File: config.mk
export PLATFORM = sky130hd
export DESIGN_NAME = gpu_irq_ctrl
export DESIGN_NICKNAME = d
export VERILOG_FILES = /design/src/rtl/gpu_irq_pkg.sv /design/src/rtl/gpu_irq_pool_fsm.sv /design/src/rtl/gpu_irq_status_bank.sv /design/src/rtl/gpu_irq_ctrl.sv
export SDC_FILE = /design/constraint.sdc
export NUM_CORES = 1
export LEC_CHECK = 0
export ABC_AREA = 1
export BUFFER_PORTS_ARGS = -buffer_cell sky130_fd_sc_hd__buf_2
export CAP_MARGIN = 20
export CORE_AREA = 4 4 67 115
export DETAILED_ROUTE_END_ITERATION = 8
export DIE_AREA = 0 0 71 119
export PLACE_DENSITY = 0.78
export SYNTH_ARGS = -nofsm -noshare
export SYNTH_HDL_FRONTEND = slang
export SYNTH_HIERARCHICAL = 1
export SYNTH_SLANG_ARGS = --single-unit
File: constraint.sdc
create_clock -name clk -period 2.6 [get_ports clk]
set_clock_uncertainty 0.15 [all_clocks]
set_input_delay 0.52 -clock clk [delete_from_list [all_inputs] [get_ports clk]]
set_output_delay 0.52 -clock clk [all_outputs]
set_load 0.1 [all_outputs]
File: src/rtl/gpu_irq_pkg.sv
`timescale 1ns/1ps
package gpu_irq_pkg;
    localparam int NUM_SRC   = 3;
    localparam int SRC_FLUSH = 0;
    localparam int SRC_FRAME = 1;
    localparam int SRC_OOM   = 2;
    localparam int ADDR_W    = 3;

    // Sources whose pending bit follows a level instead of latching a pulse
    localparam logic [NUM_SRC-1:0] LEVEL_SRCS = 3'b100;

    typedef enum logic [ADDR_W-1:0] {
        SEL_PENDING   = 3'd0,
        SEL_MASK_SET  = 3'd1,
        SEL_MASK_CLR  = 3'd2,
        SEL_POOL_BASE = 3'd3,
        SEL_POOL_SIZE = 3'd4
    } reg_sel_e;

    typedef enum logic [1:0] {
        POOL_EMPTY  = 2'd0,
        POOL_ARMING = 2'd1,
        POOL_READY  = 2'd2
    } pool_state_e;
endpackage

File: src/rtl/gpu_irq_pool_fsm.sv
`timescale 1ns/1ps
module gpu_irq_pool_fsm
    import gpu_irq_pkg::*;
#(
    parameter int DATA_W = 32
) (
    input  logic              clk,
    input  logic              rst_n,
    input  logic              base_wr,
    input  logic              size_wr,
    input  logic [DATA_W-1:0] wdata,
    input  logic              consumed,
    output logic [DATA_W-1:0] pool_base,
    output logic [DATA_W-1:0] pool_size,
    output logic              starved
);
    pool_state_e       state_q;
    pool_state_e       state_d;
    logic [DATA_W-1:0] base_q;
    logic [DATA_W-1:0] size_q;

    // State register
    always_ff @(posedge clk) begin
        if (!rst_n) state_q <= POOL_EMPTY;
        else        state_q <= state_d;
    end

    // Transitions T_BASE, T_SIZE, T_REBASE, T_DRAIN
    always_comb begin
        state_d = state_q;
        unique case (state_q)
            POOL_EMPTY:  if (base_wr) state_d = POOL_ARMING;
            POOL_ARMING: if (size_wr) state_d = POOL_READY;
            POOL_READY: begin
                if (base_wr)       state_d = POOL_ARMING;
                else if (consumed) state_d = POOL_EMPTY;
            end
            default:               state_d = POOL_EMPTY;
        endcase
    end

    // Outputs
    always_comb begin
        starved = (state_q != POOL_READY);
    end

    always_ff @(posedge clk) begin
        if (!rst_n) begin
            base_q <= '0;
            size_q <= '0;
        end else begin
            if (base_wr) base_q <= wdata;
            if (size_wr) size_q <= wdata;
        end
    end

    assign pool_base = base_q;
    assign pool_size = size_q;
endmodule

File: src/rtl/gpu_irq_status_bank.sv
`timescale 1ns/1ps
module gpu_irq_status_bank #(
    parameter int              N         = 3,
    parameter logic [N-1:0]    LEVEL_MSK = '0
) (
    input  logic         clk,
    input  logic         rst_n,
    input  logic [N-1:0] src,
    input  logic [N-1:0] ack,
    output logic [N-1:0] pending
);
    logic [N-1:0] pend_q;

    for (genvar i = 0; i < N; i++) begin : g_bit
        if (LEVEL_MSK[i]) begin : g_level
            // acknowledge wins for one cycle; level sets it again after
            always_ff @(posedge clk) begin
                if (!rst_n)      pend_q[i] <= 1'b0;
                else if (ack[i]) pend_q[i] <= 1'b0;
                else if (src[i]) pend_q[i] <= 1'b1;
            end
        end else begin : g_event
            // a new event beats a simultaneous acknowledge
            always_ff @(posedge clk) begin
                if (!rst_n)      pend_q[i] <= 1'b0;
                else if (src[i]) pend_q[i] <= 1'b1;
                else if (ack[i]) pend_q[i] <= 1'b0;
            end
        end
    end

    assign pending = pend_q;
endmodule

File: src/rtl/gpu_irq_ctrl.sv
`timescale 1ns/1ps
module gpu_irq_ctrl
    import gpu_irq_pkg::*;
#(
    parameter int DATA_W = 32
) (
    input  logic              clk,
    input  logic              rst_n,
    input  logic [ADDR_W-1:0] bus_addr,
    input  logic              bus_wr,
    input  logic [DATA_W-1:0] bus_wdata,
    output logic [DATA_W-1:0] bus_rdata,
    input  logic              flush_done_pulse,
    input  logic              frame_done_pulse,
    input  logic              pool_consumed,
    output logic [DATA_W-1:0] pool_base_o,
    output logic [DATA_W-1:0] pool_size_o,
    output logic              host_irq
);
    localparam int PAD_W = DATA_W - NUM_SRC;

    logic               wr_pend, wr_mset, wr_mclr, wr_base, wr_size;
    logic [NUM_SRC-1:0] mask_q;
    logic [NUM_SRC-1:0] pending;
    logic [NUM_SRC-1:0] src_vec;
    logic [NUM_SRC-1:0] ack_vec;
    logic               starved;
    logic               irq_q;

    assign wr_pend = bus_wr && (bus_addr == SEL_PENDING);
    assign wr_mset = bus_wr && (bus_addr == SEL_MASK_SET);
    assign wr_mclr = bus_wr && (bus_addr == SEL_MASK_CLR);
    assign wr_base = bus_wr && (bus_addr == SEL_POOL_BASE);
    assign wr_size = bus_wr && (bus_addr == SEL_POOL_SIZE);

    gpu_irq_pool_fsm #(.DATA_W(DATA_W)) pool_i (
        .clk       (clk),
        .rst_n     (rst_n),
        .base_wr   (wr_base),
        .size_wr   (wr_size),
        .wdata     (bus_wdata),
        .consumed  (pool_consumed),
        .pool_base (pool_base_o),
        .pool_size (pool_size_o),
        .starved   (starved)
    );

    always_comb begin
        src_vec            = '0;
        src_vec[SRC_FLUSH] = flush_done_pulse;
        src_vec[SRC_FRAME] = frame_done_pulse;
        src_vec[SRC_OOM]   = starved;
        ack_vec            = wr_pend ? bus_wdata[NUM_SRC-1:0] : '0;
    end

    gpu_irq_status_bank #(.N(NUM_SRC), .LEVEL_MSK(LEVEL_SRCS)) bank_i (
        .clk     (clk),
        .rst_n   (rst_n),
        .src     (src_vec),
        .ack     (ack_vec),
        .pending (pending)
    );

    always_ff @(posedge clk) begin
        if (!rst_n) begin
            mask_q <= '0;
        end else if (wr_mset) begin
            mask_q <= mask_q | bus_wdata[NUM_SRC-1:0];
        end else if (wr_mclr) begin
            mask_q <= mask_q & ~bus_wdata[NUM_SRC-1:0];
        end
    end

    always_ff @(posedge clk) begin
        if (!rst_n) irq_q <= 1'b0;
        else        irq_q <= |(pending & mask_q);
    end
    assign host_irq = irq_q;

    always_comb begin
        case (bus_addr)
            SEL_PENDING:   bus_rdata = {{PAD_W{1'b0}}, pending};
            SEL_MASK_SET,
            SEL_MASK_CLR:  bus_rdata = {{PAD_W{1'b0}}, mask_q};
            SEL_POOL_BASE: bus_rdata = pool_base_o;
            SEL_POOL_SIZE: bus_rdata = pool_size_o;
            default:       bus_rdata = '0;
        endcase
    end
endmodule

* Word-level counts from Yosys, hierarchy flattened
Index checks and enable logic that the tools add are counted.
W data, S select, Z words.
** Storage, ports and cells
- ROM bits :: 0
- Memories kept :: 0
- Input bits :: 41
- Bits in latches :: 0
- Output and inout port bits :: 97
- Logic and storage cells :: 50
- Register bits :: 73
- RAM bits :: 0
** Operators by class
- $mul :: 0
- Eq/ne operators :: 10
- Mux-type cells :: 13
- Reduce and logical (&&, ||, !) cells :: 14
- Shifts and indexed selects :: 0
- Order comparisons :: 0
- Add/sub/neg operators :: 0
- Div/mod/pow operators :: 0
- Bitwise gates (word level) :: 5
** Operators by type and width (count)
- $pmux W32 S4 :: 1
- $mux W3 :: 3
- $mux W2 :: 4
- $and A3 B3 Y3 :: 2
- $eq A3 B2 Y1 const B :: 2
- $pmux W2 S3 :: 1
- $reduce_bool A2 Y1 :: 3
- $logic_and A1 B1 Y1 :: 5
- $mux W1 :: 4
- $ne A2 B1 Y1 const B :: 2
- $reduce_or A2 Y1 :: 2
- $eq A3 B1 Y1 const B :: 1
- $eq A3 B3 Y1 const B :: 1
- $logic_not A3 Y1 :: 1
- $ne A3 B2 Y1 const B :: 1
- $not A3 Y3 :: 1
- $or A3 B3 Y3 :: 1
- $reduce_and A3 Y1 :: 1
- $reduce_or A3 Y1 :: 1
- $eq A2 B1 Y1 const B :: 1
- $eq A2 B2 Y1 const B :: 1
- $logic_not A2 Y1 :: 1
- $ne A2 B2 Y1 const B :: 1
- $not A1 Y1 :: 1

* Longest topological paths before layout
Gate-level depths: netlist of run 1.
- Depth in word-level cells :: 5
- Depth in mapped cells :: 8
- Mapped depth without buffers :: 8

* Modules after synthesis
Netlist of run 1, hierarchy kept.
** Modules (own cells, without submodules)
- gpu_irq_pool_fsm :: area each 2284.7 µm², instances 1, seq. area each 1321.3 µm², cells an instance 290
- gpu_irq_ctrl :: area each 698.2 µm², instances 1, seq. area each 80.1 µm², cells an instance 96
- gpu_irq_status_bank :: area each 110.1 µm², instances 1, seq. area each 60.1 µm², cells an instance 14

* Worst setup path before layout of run 1
OpenSTA, ideal clock, no wires.
- Path kind :: input to output
- Start point :: input bus_addr[1]
- End point :: output bus_rdata[1]
- Stages on the path :: 6
- Path buffers :: 1
- Required time :: 1.930 ns
- Arrival :: 1.866 ns
- Path slack :: 0.064 ns
- Cells stage by stage :: nor2_2 -> inv_2 -> nor2_4 -> buf_6 -> nand2_1 -> nand4_1
** On the way
- Word-level cells in the longest chain between the ends :: 3
- Elaborated cells on any way between the ends :: 7
- Classes of those cells :: 4 x eq/ne; 1 x mux; 2 x reduce/logical
** Ends and longest elaborated chain
- start, declared :: line gpu_irq_ctrl.sv:9 : input logic [ADDR_W-1:0] bus_addr,
- $eq A3 B1 Y1 / $eq A3 B2 Y1 (equally long branches) :: line gpu_irq_ctrl.sv:81 : case (bus_addr)
- $reduce_or A2 Y1 :: line gpu_irq_ctrl.sv:81
- $pmux W32 S4 * :: line gpu_irq_ctrl.sv:81
- end, declared :: line gpu_irq_ctrl.sv:12 : output logic [DATA_W-1:0] bus_rdata,
Every way passes the cells marked *; elsewhere a longest branch is shown, timed or not.

* Worst setup path in the final report of run 1
- Start point :: input bus_addr[0]
- End point :: output bus_rdata[0]
The elaborated chain is that of the path after synthesis.

==> results of run 1 <==
kinds of logic (layout without fill, tap and decap cells):
group	count (synthesis)	after routing	synth area share
buffers and inverters	46	181	0.0825
AOI/OAI and AO/OA	101	101	0.210
and+or+nand+nor	180	180	0.235
DFF	73	73	0.472
worst min path at each step:
stage	endpoint	slack, ps	cells past startpoint
global placement	pool_i/state_q[0]$_SDFFE_PN0P_	300	1
global route	pool_i/pool_base[18]$_SDFFE_PN0P_	290	3
detailed placement	pool_i/state_q[0]$_SDFFE_PN0P_	320	1
CTS	pool_i/pool_size[8]$_SDFFE_PN0P_	280	3
floorplan	pool_i/state_q[0]$_SDFFE_PN0P_	290	1
finish	pool_i/pool_size[8]$_SDFFE_PN0P_	280	3
sequential cells by signal, summed over array words and instances (netlist names), named ones only:
name	flops
bank_i/pending	3
pool_i/pool_size	32
pool_i/pool_base	32
pool_i/state_q	2
host_irq	1
power groups by stage:
stage               registers [uW]  clock network [uW]  logic (uW)
finish                        1190                1190         549
global route                  1200                1270         574
CTS                           1190                1220         546
detailed placement            1210                   0         545
global placement              1210                   0         537
floorplan                     1450                   0         161
cell usage in the layout (no fill, tap or decap):
cell	instances
sky130_fd_sc_hd__nand3_1	2
sky130_fd_sc_hd__a21oi_1	7
sky130_fd_sc_hd__nor3b_1	1
sky130_fd_sc_hd__nor3_2	3
sky130_fd_sc_hd__clkinvlp_4	1
sky130_fd_sc_hd__inv_2	3
sky130_fd_sc_hd__nor2_1	137
sky130_fd_sc_hd__buf_4	5
sky130_fd_sc_hd__nand4_1	9
sky130_fd_sc_hd__nand2_2	1
sky130_fd_sc_hd__bufinv_16	1
sky130_fd_sc_hd__a22o_2	27
sky130_fd_sc_hd__buf_12	34
sky130_fd_sc_hd__dfxtp_1	73
sky130_fd_sc_hd__nor2_2	2
sky130_fd_sc_hd__buf_16	1
sky130_fd_sc_hd__o21ai_1	7
sky130_fd_sc_hd__inv_1	17
sky130_fd_sc_hd__clkbuf_16	9
sky130_fd_sc_hd__a22o_1	2
sky130_fd_sc_hd__nand2_1	24
sky130_fd_sc_hd__nor2_4	1
sky130_fd_sc_hd__o21ai_0	58
sky130_fd_sc_hd__buf_2	105
sky130_fd_sc_hd__clkbuf_8	1
sky130_fd_sc_hd__clkinv_2	4
critical path: cells and delay by family:
family	cells	cell delay, ps
buffers and inverters	3	620
and+or+nand+nor	4	490
through the flow:
stage	cells	setup WS [ps]	total power, uW	hold slack (ps)	utilization
after floorplan	400	64.3	1620	293	-
after global placement	602	355	1750	303	0.628
after detailed placement	602	328	1760	317	0.628
after CTS	618	323	2950	276	0.671
after global routing	619	132	3040	291	0.675
final	619	288	2930	284	0.675
layout make-up:
class,count,area [um2]
Fill cell,546,2210
Clock inverter,6,57.6
Clock buffer,10,239
Timing Repair Buffer,145,1270
Tap cell,84,105
Multi-Input combinational cell,281,1390
Inverter,20,75.1
Sequential cell,73,1460
per-layer routing:
metal  up-vias  wire [um]
li1       1586          -
met1      1555       3540
met2       144       5450
met3        30        530
met4         0        340
met5         -          0
==> run_summary.xml, run 1 <==
<?xml version="1.0" encoding="UTF-8"?>
<metrics>
  <group name="timing">
    <metric name="finalMaxSlewViolations" unit="">0</metric>
    <metric name="number_of_hold_slack_violations_in_the_final_timing_report" unit="">0</metric>
    <metric name="slew_headroom" unit="">0.588</metric>
    <metric name="min_period" unit="ps">2310</metric>
    <metric name="finalSetupTns" unit="ps">0</metric>
    <metric name="timing.fmax" unit="MHz">433</metric>
    <metric name="worst-slew-pin-transition" unit="ps">616</metric>
    <metric name="final-setup-viol-count" unit="">0</metric>
    <metric name="rsz0062_at_grt" unit="">no</metric>
    <metric name="timing.final.crit_share" unit="">0.889</metric>
  </group>
  <group name="clocking">
    <metric name="htree_num_levels" unit="">3</metric>
    <metric name="clk_path_buf_depth" unit="">2</metric>
    <metric name="insertion_delay" unit="ps">320</metric>
    <metric name="tritoncts" unit="">built</metric>
    <metric name="ctsRootBufferMaster" unit="">sky130_fd_sc_hd__clkbuf_16</metric>
    <metric name="cts.reportedPaths.clkPinSlew" unit="ps">50</metric>
    <metric name="cts-resized-gates" unit="">0</metric>
    <metric name="cts_made_buffers" unit="">9</metric>
    <metric name="clock-sinks" unit="">73</metric>
    <metric name="hold_fix_buffer_count_after_cts" unit="">0</metric>
    <metric name="post-cts-setup-buffers" unit="">0</metric>
  </group>
  <group name="critical_path">
    <metric name="crit_type" unit="">in2out</metric>
    <metric name="required" unit="ps">1930</metric>
    <metric name="worstPathMaxFanout" unit="">26</metric>
    <metric name="rr_endpoint" unit="">bank_i/pending[2]$_SDFFE_PP0P_</metric>
    <metric name="critical_path.startpoint_type" unit="">input pin</metric>
    <metric name="rrSetupSlack" unit="ps">1560</metric>
    <metric name="worst_setup_path_startpoint" unit="">bus_addr[0]</metric>
    <metric name="r2r_start" unit="">pool_i/state_q[1]$_SDFFE_PN0P_</metric>
    <metric name="crit_path_top_delay_cell" unit="">sky130_fd_sc_hd__buf_4</metric>
    <metric name="endpoint_kind" unit="">output port</metric>
    <metric name="critical-path-max-stage-delay" unit="ps">310</metric>
    <metric name="reg2reg_depth" unit="">5</metric>
    <metric name="worst-endpoint-arrival" unit="ps">1640</metric>
    <metric name="critical_path.cell_chain" unit="">buf_2 -&gt; nand2_2 -&gt; nor2_2 -&gt; buf_4 -&gt; nand2_1 -&gt; nand4_1 -&gt; buf_12</metric>
    <metric name="timing.critical_path.to" unit="">bus_rdata[0]</metric>
  </group>
  <group name="route">
    <metric name="drt_first_iter_violations" unit="">291</metric>
    <metric name="via_per_instance_ratio" unit="">5.36</metric>
    <metric name="antenna_left" unit="">0</metric>
    <metric name="detail_route.first_pass.iterations" unit="">5</metric>
    <metric name="route.detailed.wl_per_inst" unit="um">15.9</metric>
    <metric name="vias" unit="">3315</metric>
    <metric name="post_route_wl" unit="um">9870</metric>
    <metric name="remaining_drc_errors" unit="">0</metric>
  </group>
  <group name="power">
    <metric name="power.static_leakage" unit="uW">0.00228</metric>
    <metric name="switching_share" unit="">0.306</metric>
    <metric name="netSwitchingPower" unit="uW">898</metric>
    <metric name="clock_power_share" unit="">0.407</metric>
    <metric name="irDropWorstVdd" unit="mV">0.476</metric>
    <metric name="pwr_density_cell" unit="nW/um2">638</metric>
    <metric name="cellInternalPower" unit="uW">2040</metric>
    <metric name="combinationalPowerShare" unit="">0.187</metric>
    <metric name="power.share.sequential" unit="">0.406</metric>
  </group>
  <group name="die">
    <metric name="chipHeight" unit="um">119</metric>
    <metric name="die_width" unit="um">71</metric>
    <metric name="fp.dieArea" unit="um2">8450</metric>
    <metric name="fp.coreArea" unit="um2">6810</metric>
    <metric name="floorplan.initialDensity" unit="">0.454</metric>
    <metric name="row_count" unit="">40</metric>
    <metric name="io_pins" unit="">138</metric>
  </group>
  <group name="global_route">
    <metric name="gr-usage-met1" unit="">0.260</metric>
    <metric name="highest_utilization_routing_layer_at_the_global_route_stage" unit="">met2</metric>
    <metric name="global_route.usage.met2" unit="">0.434</metric>
    <metric name="number_of_global_route_vias_before_repair" unit="">3364</metric>
    <metric name="grt_overflow" unit="">0</metric>
    <metric name="grt_pass1_wl" unit="um">16400</metric>
    <metric name="grt_use_met3" unit="">0.0422</metric>
    <metric name="gr-usage-all-layers" unit="">0.239</metric>
    <metric name="largest_net_degree_at_the_start_of_global_routing" unit="">44</metric>
    <metric name="antenna_found_initial" unit="">0</metric>
  </group>
  <group name="final_layout">
    <metric name="finalNetCount" unit="">571</metric>
    <metric name="antennaDiodeCount" unit="">0</metric>
    <metric name="postLayoutCellArea" unit="um2">4600</metric>
    <metric name="area.growth.synth_to_final" unit="%">48.6</metric>
    <metric name="final_layout_size_suffix_gt1_frac" unit="">0.370</metric>
  </group>
  <group name="placed_design">
    <metric name="io_buffer_count" unit="">137</metric>
    <metric name="post_dp_cell_area" unit="um2">4270</metric>
    <metric name="dp_hpwl" unit="um">7000</metric>
    <metric name="gp_congestion" unit="">0.840</metric>
  </group>
  <group name="synth">
    <metric name="synth-edff-count" unit="">0</metric>
    <metric name="yosys_register_bits" unit="">73</metric>
    <metric name="synth_top_flop_cell" unit="">sky130_fd_sc_hd__dfxtp_1</metric>
    <metric name="synthesized_area_per_cell" unit="um2">7.73</metric>
    <metric name="ys_seq_area_frac" unit="">0.472</metric>
    <metric name="synth.most_common_cell" unit="">sky130_fd_sc_hd__nor2_1</metric>
    <metric name="synth.top_cells.by_area" unit="">sky130_fd_sc_hd__dfxtp_1 (47%), sky130_fd_sc_hd__nor2_1 (17%), sky130_fd_sc_hd__o21ai_0 (9.4%)</metric>
    <metric name="netlist_instances" unit="">400</metric>
    <metric name="yosys-top-cells-count" unit="">sky130_fd_sc_hd__nor2_1 (137), sky130_fd_sc_hd__dfxtp_1 (73), sky130_fd_sc_hd__o21ai_0 (58)</metric>
    <metric name="async_reset_ff_frac" unit="">0</metric>
    <metric name="synthDominantAreaCellType" unit="">sky130_fd_sc_hd__dfxtp_1</metric>
    <metric name="area_share_of_the_largest_cell_type_after_synthesis" unit="">0.472</metric>
    <metric name="synthDistinctLibCells" unit="">24</metric>
    <metric name="post_synth_instance_area" unit="um2">3090</metric>
    <metric name="yosys_warnings" unit="">6</metric>
    <metric name="synth_nets" unit="">441</metric>
  </group>
  <group name="run">
    <metric name="maxCapViolations" unit="">0</metric>
  </group>
  <group name="worst_hold_path">
    <metric name="hold_class" unit="">in2reg</metric>
    <metric name="hp-start" unit="">bus_wdata[8]</metric>
  </group>
  <group name="outcome">
    <metric name="status" unit="">completed</metric>
  </group>
</metrics>
No activity file was read; power rests on OpenSTA's default activity.
==> inputs of run 2 (changes only) <==
CORE_AREA = 4 4 70 121   (was 4 4 67 115)
DIE_AREA = 0 0 74 125   (was 0 0 71 119)
PLACE_DENSITY = 0.74   (was 0.78)
REMOVE_ABC_BUFFERS = 1   (was default)
clock period = 2 ns   (was 2.6 ns; I/O delays follow)
==> run_summary.xml, run 2 (synthesized netlist as in run 1, its figures left out) <==
<?xml version="1.0" encoding="UTF-8"?>
<metrics>
  <group name="die">
    <metric name="row_count" unit="">42</metric>
    <metric name="io_pins" unit="">138</metric>
    <metric name="chipHeight" unit="um">125</metric>
    <metric name="floorplan.initialDensity" unit="">0.412</metric>
    <metric name="fp.coreArea" unit="um2">7510</metric>
    <metric name="fp.dieArea" unit="um2">9250</metric>
    <metric name="die_width" unit="um">74</metric>
  </group>
  <group name="global_route">
    <metric name="gr-usage-all-layers" unit="">0.221</metric>
    <metric name="antenna_found_initial" unit="">0</metric>
    <metric name="grt_pass1_wl" unit="um">16000</metric>
    <metric name="largest_net_degree_at_the_start_of_global_routing" unit="">70</metric>
    <metric name="number_of_global_route_vias_before_repair" unit="">3300</metric>
    <metric name="grt_overflow" unit="">0</metric>
  </group>
  <group name="critical_path">
    <metric name="worstPathMaxFanout" unit="">7</metric>
    <metric name="r2r_start" unit="">pool_i/state_q[1]$_SDFFE_PN0P_</metric>
    <metric name="crit_type" unit="">in2out</metric>
    <metric name="crit_path_top_delay_cell" unit="">sky130_fd_sc_hd__buf_12</metric>
    <metric name="critical-path-max-stage-delay" unit="ps">190</metric>
    <metric name="worst-endpoint-arrival" unit="ps">1440</metric>
    <metric name="required" unit="ps">1450</metric>
    <metric name="critical_path.cell_chain" unit="">buf_8 -&gt; nor2_4 -&gt; inv_2 -&gt; nor2_4 -&gt; buf_12 -&gt; buf_12 -&gt; nand2_2 -&gt; nand4_1 -&gt; buf_12</metric>
    <metric name="worst_setup_path_startpoint" unit="">bus_addr[0]</metric>
    <metric name="critical_path.startpoint_type" unit="">input pin</metric>
    <metric name="endpoint_kind" unit="">output port</metric>
    <metric name="critical-path-top-cell-by-count" unit="">sky130_fd_sc_hd__buf_12</metric>
  </group>
  <group name="placed_design">
    <metric name="placement.setup.worst_slack" unit="ps">-25.7</metric>
    <metric name="dp_hpwl" unit="um">7200</metric>
    <metric name="gp_congestion" unit="">0.937</metric>
    <metric name="io_buffer_count" unit="">137</metric>
  </group>
  <group name="worst_hold_path">
    <metric name="hp-start" unit="">bus_wdata[6]</metric>
    <metric name="hold_class" unit="">in2reg</metric>
  </group>
  <group name="clocking">
    <metric name="cts_made_buffers" unit="">9</metric>
    <metric name="hold_fix_buffer_count_after_cts" unit="">0</metric>
    <metric name="clock-sinks" unit="">73</metric>
    <metric name="htree_num_levels" unit="">3</metric>
    <metric name="cts.reportedPaths.clkPinSlew" unit="ps">50</metric>
    <metric name="ctsRootBufferMaster" unit="">sky130_fd_sc_hd__clkbuf_16</metric>
    <metric name="insertion_delay" unit="ps">320</metric>
    <metric name="tritoncts" unit="">built</metric>
    <metric name="clk_path_buf_depth" unit="">2</metric>
  </group>
  <group name="timing">
    <metric name="finalSetupTns" unit="ps">0</metric>
    <metric name="slew_headroom" unit="">0.582</metric>
    <metric name="final-setup-viol-count" unit="">0</metric>
    <metric name="rsz0062_at_grt" unit="">yes</metric>
    <metric name="worst-slew-pin-transition" unit="ps">625</metric>
    <metric name="timing.final.crit_share" unit="">0.997</metric>
    <metric name="number_of_hold_slack_violations_in_the_final_timing_report" unit="">0</metric>
    <metric name="finalMaxSlewViolations" unit="">0</metric>
    <metric name="min_period" unit="ps">1990</metric>
    <metric name="timing.final.ws_setup" unit="ps">5.62</metric>
    <metric name="timing.fmax" unit="MHz">501</metric>
  </group>
  <group name="route">
    <metric name="detail_route.first_pass.iterations" unit="">4</metric>
    <metric name="antenna_left" unit="">0</metric>
    <metric name="vias" unit="">3298</metric>
    <metric name="route.detailed.wl_per_inst" unit="um">16.3</metric>
    <metric name="post_route_wl" unit="um">10200</metric>
    <metric name="via_per_instance_ratio" unit="">5.25</metric>
    <metric name="remaining_drc_errors" unit="">0</metric>
    <metric name="drt_first_iter_violations" unit="">315</metric>
  </group>
  <group name="final_layout">
    <metric name="antennaDiodeCount" unit="">0</metric>
    <metric name="final_common_cell" unit="">sky130_fd_sc_hd__nor2_1</metric>
    <metric name="layout.cells.most_common_list" unit="">sky130_fd_sc_hd__nor2_1 (136), sky130_fd_sc_hd__buf_2 (103), sky130_fd_sc_hd__dfxtp_1 (73)</metric>
    <metric name="final_layout_size_suffix_gt1_frac" unit="">0.381</metric>
    <metric name="finalNetCount" unit="">579</metric>
    <metric name="area.growth.synth_to_final" unit="%">54.2</metric>
  </group>
  <group name="run">
    <metric name="maxCapViolations" unit="">0</metric>
  </group>
  <group name="power">
    <metric name="power.static_leakage" unit="uW">0.00239</metric>
    <metric name="irDropWorstVdd" unit="mV">0.516</metric>
    <metric name="pwr_density_cell" unit="nW/um2">769</metric>
  </group>
  <group name="outcome">
    <metric name="status" unit="">completed</metric>
  </group>
</metrics>
[run 2: changes by cell type in the layout (fill, tap and decap cells not counted), sizes merged]
cell,previous run,this run
buf,145,151
bufinv,1,0
clkbuf,10,14
clkinv,4,1
clkinvlp,1,0
[run 2: power breakdown]
group	switching (uW)	internal (uW)	leakage, uW
clock	518	849	0.000124
sequential	45.9	1510	0.000594
combinational	571	173	0.00167
total	1140	2530	0.00239
[run 2: per-layer routing]
metal	vias to the layer above	GRT usage	part of all wire
li1	1601	-	-
met1	1557	0.220	0.34
met2	121	0.413	0.58
met3	19	0.0498	0.052
met4	0	0.100	0.025
met5	-	0	0
[run 2: per-stage QoR]
| stage | hold slack (ps) | instances | util | area (um2) | power (uW) |
|---|---|---|---|---|---|
| after CTS | 157 | 624 | 0.610 | 4590 | 3670 |
| after global routing | 158 | 628 | 0.635 | 4770 | 3800 |
| after floorplan | 293 | 374 | - | 2910 | 2070 |
| after detailed placement | 328 | 611 | 0.576 | 4330 | 2290 |
| after global placement | 308 | 611 | 0.576 | 4330 | 2280 |
| final | 164 | 628 | 0.635 | 4770 | 3670 |
[run 2: worst paths after layout]
path	slack, ps	endpoint	cells past startpoint
worst min register to register	340	flip-flop	2
worst max-delay path	6	bus_rdata[2]	9
worst max register to register	1050	bank_i/pending[2]$_SDFFE_PP0P_	5
worst min-delay path	160	pool_i/pool_base[6]$_SDFFE_PN0P_	3
[run 2: critical path: cells and delay by family]
kind / cells / cell delay (ps)
buffers and inverters: 5 / 640
and+or+nand+nor: 4 / 400
[run 2: final cells by class]
class | count | area, um2
clock buffer | 12 | 246
clock inverter | 1 | 5.00
fill | 615 | 2750
inverter | 20 | 75.1
multi-input combinational | 281 | 1480
sequential | 73 | 1460
tap | 88 | 110
timing repair buffer | 153 | 1390
[run 2: what timing repair did]
action / CTS / global route
buffers inserted: 0 / 2
endpoints found under the setup margin: 7 / 26
endpoints found under the hold margin: 0 / 0
pin swaps: 2 / 4
gates cloned: 0 / 2
resized for setup: 2 / 20
==> inputs of run 3 (changes only) <==
BUFFER_PORTS_ARGS = -buffer_cell sky130_fd_sc_hd__buf_4   (was -buffer_cell sky130_fd_sc_hd__buf_2)
==> run_summary.xml, run 3 (synthesized netlist as in run 1, its figures left out) <==
<?xml version="1.0" encoding="UTF-8"?>
<metrics>
  <group name="route">
    <metric name="vias" unit="">3334</metric>
    <metric name="detail_route.first_pass.iterations" unit="">4</metric>
    <metric name="via_per_instance_ratio" unit="">5.28</metric>
    <metric name="post_route_wl" unit="um">10500</metric>
    <metric name="route.detailed.wl_per_inst" unit="um">16.6</metric>
    <metric name="drt_first_iter_violations" unit="">189</metric>
    <metric name="antenna_left" unit="">0</metric>
    <metric name="remaining_drc_errors" unit="">0</metric>
  </group>
  <group name="clocking">
    <metric name="cts.reportedPaths.clkPinSlew" unit="ps">50</metric>
    <metric name="hold_fix_buffer_count_after_cts" unit="">0</metric>
    <metric name="tritoncts" unit="">built</metric>
    <metric name="ctsRootBufferMaster" unit="">sky130_fd_sc_hd__clkbuf_16</metric>
    <metric name="insertion_delay" unit="ps">330</metric>
    <metric name="htree_num_levels" unit="">3</metric>
    <metric name="clk_path_buf_depth" unit="">2</metric>
    <metric name="clock-sinks" unit="">73</metric>
    <metric name="cts_made_buffers" unit="">9</metric>
  </group>
  <group name="global_route">
    <metric name="grt_pass1_wl" unit="um">16200</metric>
    <metric name="antenna_found_initial" unit="">0</metric>
    <metric name="grt_overflow" unit="">0</metric>
    <metric name="largest_net_degree_at_the_start_of_global_routing" unit="">37</metric>
    <metric name="number_of_global_route_vias_before_repair" unit="">3275</metric>
    <metric name="gr-usage-all-layers" unit="">0.226</metric>
  </group>
  <group name="power">
    <metric name="power.share.sequential" unit="">0.406</metric>
    <metric name="combinationalPowerShare" unit="">0.203</metric>
    <metric name="clock_power_share" unit="">0.391</metric>
    <metric name="power.static_leakage" unit="uW">0.00234</metric>
    <metric name="switching_share" unit="">0.314</metric>
    <metric name="irDropWorstVdd" unit="mV">0.527</metric>
    <metric name="pwr_density_cell" unit="nW/um2">779</metric>
    <metric name="cellInternalPower" unit="uW">2620</metric>
    <metric name="netSwitchingPower" unit="uW">1200</metric>
  </group>
  <group name="critical_path">
    <metric name="crit_type" unit="">in2out</metric>
    <metric name="worst-endpoint-arrival" unit="ps">1450</metric>
    <metric name="critical_path.startpoint_type" unit="">input pin</metric>
    <metric name="worstPathMaxFanout" unit="">17</metric>
    <metric name="required" unit="ps">1450</metric>
    <metric name="endpoint_kind" unit="">output port</metric>
  </group>
  <group name="placed_design">
    <metric name="placement.setup.worst_slack" unit="ps">-52.0</metric>
    <metric name="io_buffer_count" unit="">137</metric>
    <metric name="dp_hpwl" unit="um">7250</metric>
    <metric name="gp_congestion" unit="">0.872</metric>
    <metric name="post_dp_cell_area" unit="um2">4220</metric>
  </group>
  <group name="final_layout">
    <metric name="final_common_cell" unit="">sky130_fd_sc_hd__nor2_1</metric>
    <metric name="layout.cells.most_common_list" unit="">sky130_fd_sc_hd__nor2_1 (137), sky130_fd_sc_hd__buf_4 (114), sky130_fd_sc_hd__dfxtp_1 (73)</metric>
    <metric name="antennaDiodeCount" unit="">0</metric>
    <metric name="finalNetCount" unit="">579</metric>
    <metric name="area.growth.synth_to_final" unit="%">58.7</metric>
    <metric name="final_layout_size_suffix_gt1_frac" unit="">0.383</metric>
    <metric name="postLayoutCellArea" unit="um2">4910</metric>
  </group>
  <group name="timing">
    <metric name="timing.fmax" unit="MHz">500</metric>
    <metric name="hold_ws" unit="ps">147</metric>
    <metric name="rsz0062_at_grt" unit="">yes</metric>
    <metric name="timing.final.crit_share" unit="">0.999</metric>
    <metric name="timing.final.ws_setup" unit="ps">1.62</metric>
    <metric name="worst-slew-pin-transition" unit="ps">356</metric>
    <metric name="number_of_hold_slack_violations_in_the_final_timing_report" unit="">0</metric>
    <metric name="finalMaxSlewViolations" unit="">0</metric>
    <metric name="final-setup-viol-count" unit="">0</metric>
    <metric name="min_period" unit="ps">2000</metric>
    <metric name="slew_headroom" unit="">0.762</metric>
  </group>
  <group name="die">
    <metric name="die_width" unit="um">74</metric>
    <metric name="row_count" unit="">42</metric>
    <metric name="fp.coreArea" unit="um2">7510</metric>
    <metric name="io_pins" unit="">138</metric>
    <metric name="fp.dieArea" unit="um2">9250</metric>
    <metric name="chipHeight" unit="um">125</metric>
    <metric name="floorplan.initialDensity" unit="">0.412</metric>
  </group>
  <group name="outcome">
    <metric name="status" unit="">completed</metric>
  </group>
  <group name="worst_hold_path">
    <metric name="hold_class" unit="">in2reg</metric>
  </group>
  <group name="run">
    <metric name="maxCapViolations" unit="">0</metric>
  </group>
</metrics>
-- run 3: per-layer routing --
metal  track usage  vias up  share of wire
met5             0        -              0
met4         0.105        0          0.041
met3        0.0578       29          0.055
li1              -     1597              -
met1         0.245     1594           0.35
met2         0.395      114           0.56
-- run 3: final timing paths --
kind / start / endpoint / cells after the start / slack, ps
worst max-delay path: bus_addr[0] / bus_rdata[4] / 7 / 2
worst max register to register: pool_i/state_q[0]$_SDFFE_PN0P_ / bank_i/pending[2]$_SDFFE_PP0P_ / 4 / 1060
worst min-delay path: bus_wdata[15] / pool_i/pool_base[15]$_SDFFE_PN0P_ / 3 / 150
worst min register to register: flip-flop / flip-flop / 2 / 340
-- run 3: power by group through the flow --
| stage | clock network, uW | logic [uW] | registers, uW |
|---|---|---|---|
| global route | 1590 | 807 | 1560 |
| finish | 1500 | 775 | 1550 |
| detailed placement | 0 | 737 | 1580 |
| floorplan | 0 | 176 | 1890 |
| global placement | 0 | 729 | 1580 |
| CTS | 1530 | 748 | 1550 |
-- run 3: worst max-delay path, cell delays in order --
cell and delay (ps):
sky130_fd_sc_hd__buf_8 100, sky130_fd_sc_hd__nor2_4 110, sky130_fd_sc_hd__inv_2 70, sky130_fd_sc_hd__nor2_4 210, sky130_fd_sc_hd__buf_12 190, sky130_fd_sc_hd__a22o_1 180
sky130_fd_sc_hd__buf_12 180
-- run 3: area by class of cell --
cell class | count | area [um2]
tap | 88 | 110
timing repair buffer | 153 | 1580
multi-input combinational | 281 | 1400
sequential | 73 | 1460
clock inverter | 4 | 27.5
clock buffer | 12 | 256
fill | 634 | 2610
inverter | 20 | 75.1
-- run 3: metrics by stage --
| stage | cells | util | setup TNS (ps) | total power [uW] |
|---|---|---|---|---|
| finish | 631 | 0.653 | 0 | 3820 |
| global route | 631 | 0.653 | -369 | 3960 |
| CTS | 629 | 0.617 | 0 | 3830 |
| detailed placement | 613 | 0.561 | -1070 | 2320 |
| global placement | 613 | 0.561 | -118 | 2310 |
| floorplan | 374 | - | -85140 | 2070 |
-- run 3: repair_timing --
item                       CTS  global route
setup buffers                0             1
resized for setup           36            57
cloned                       0             1
pin swaps                    0             1
setup endpoints to repair   32            32
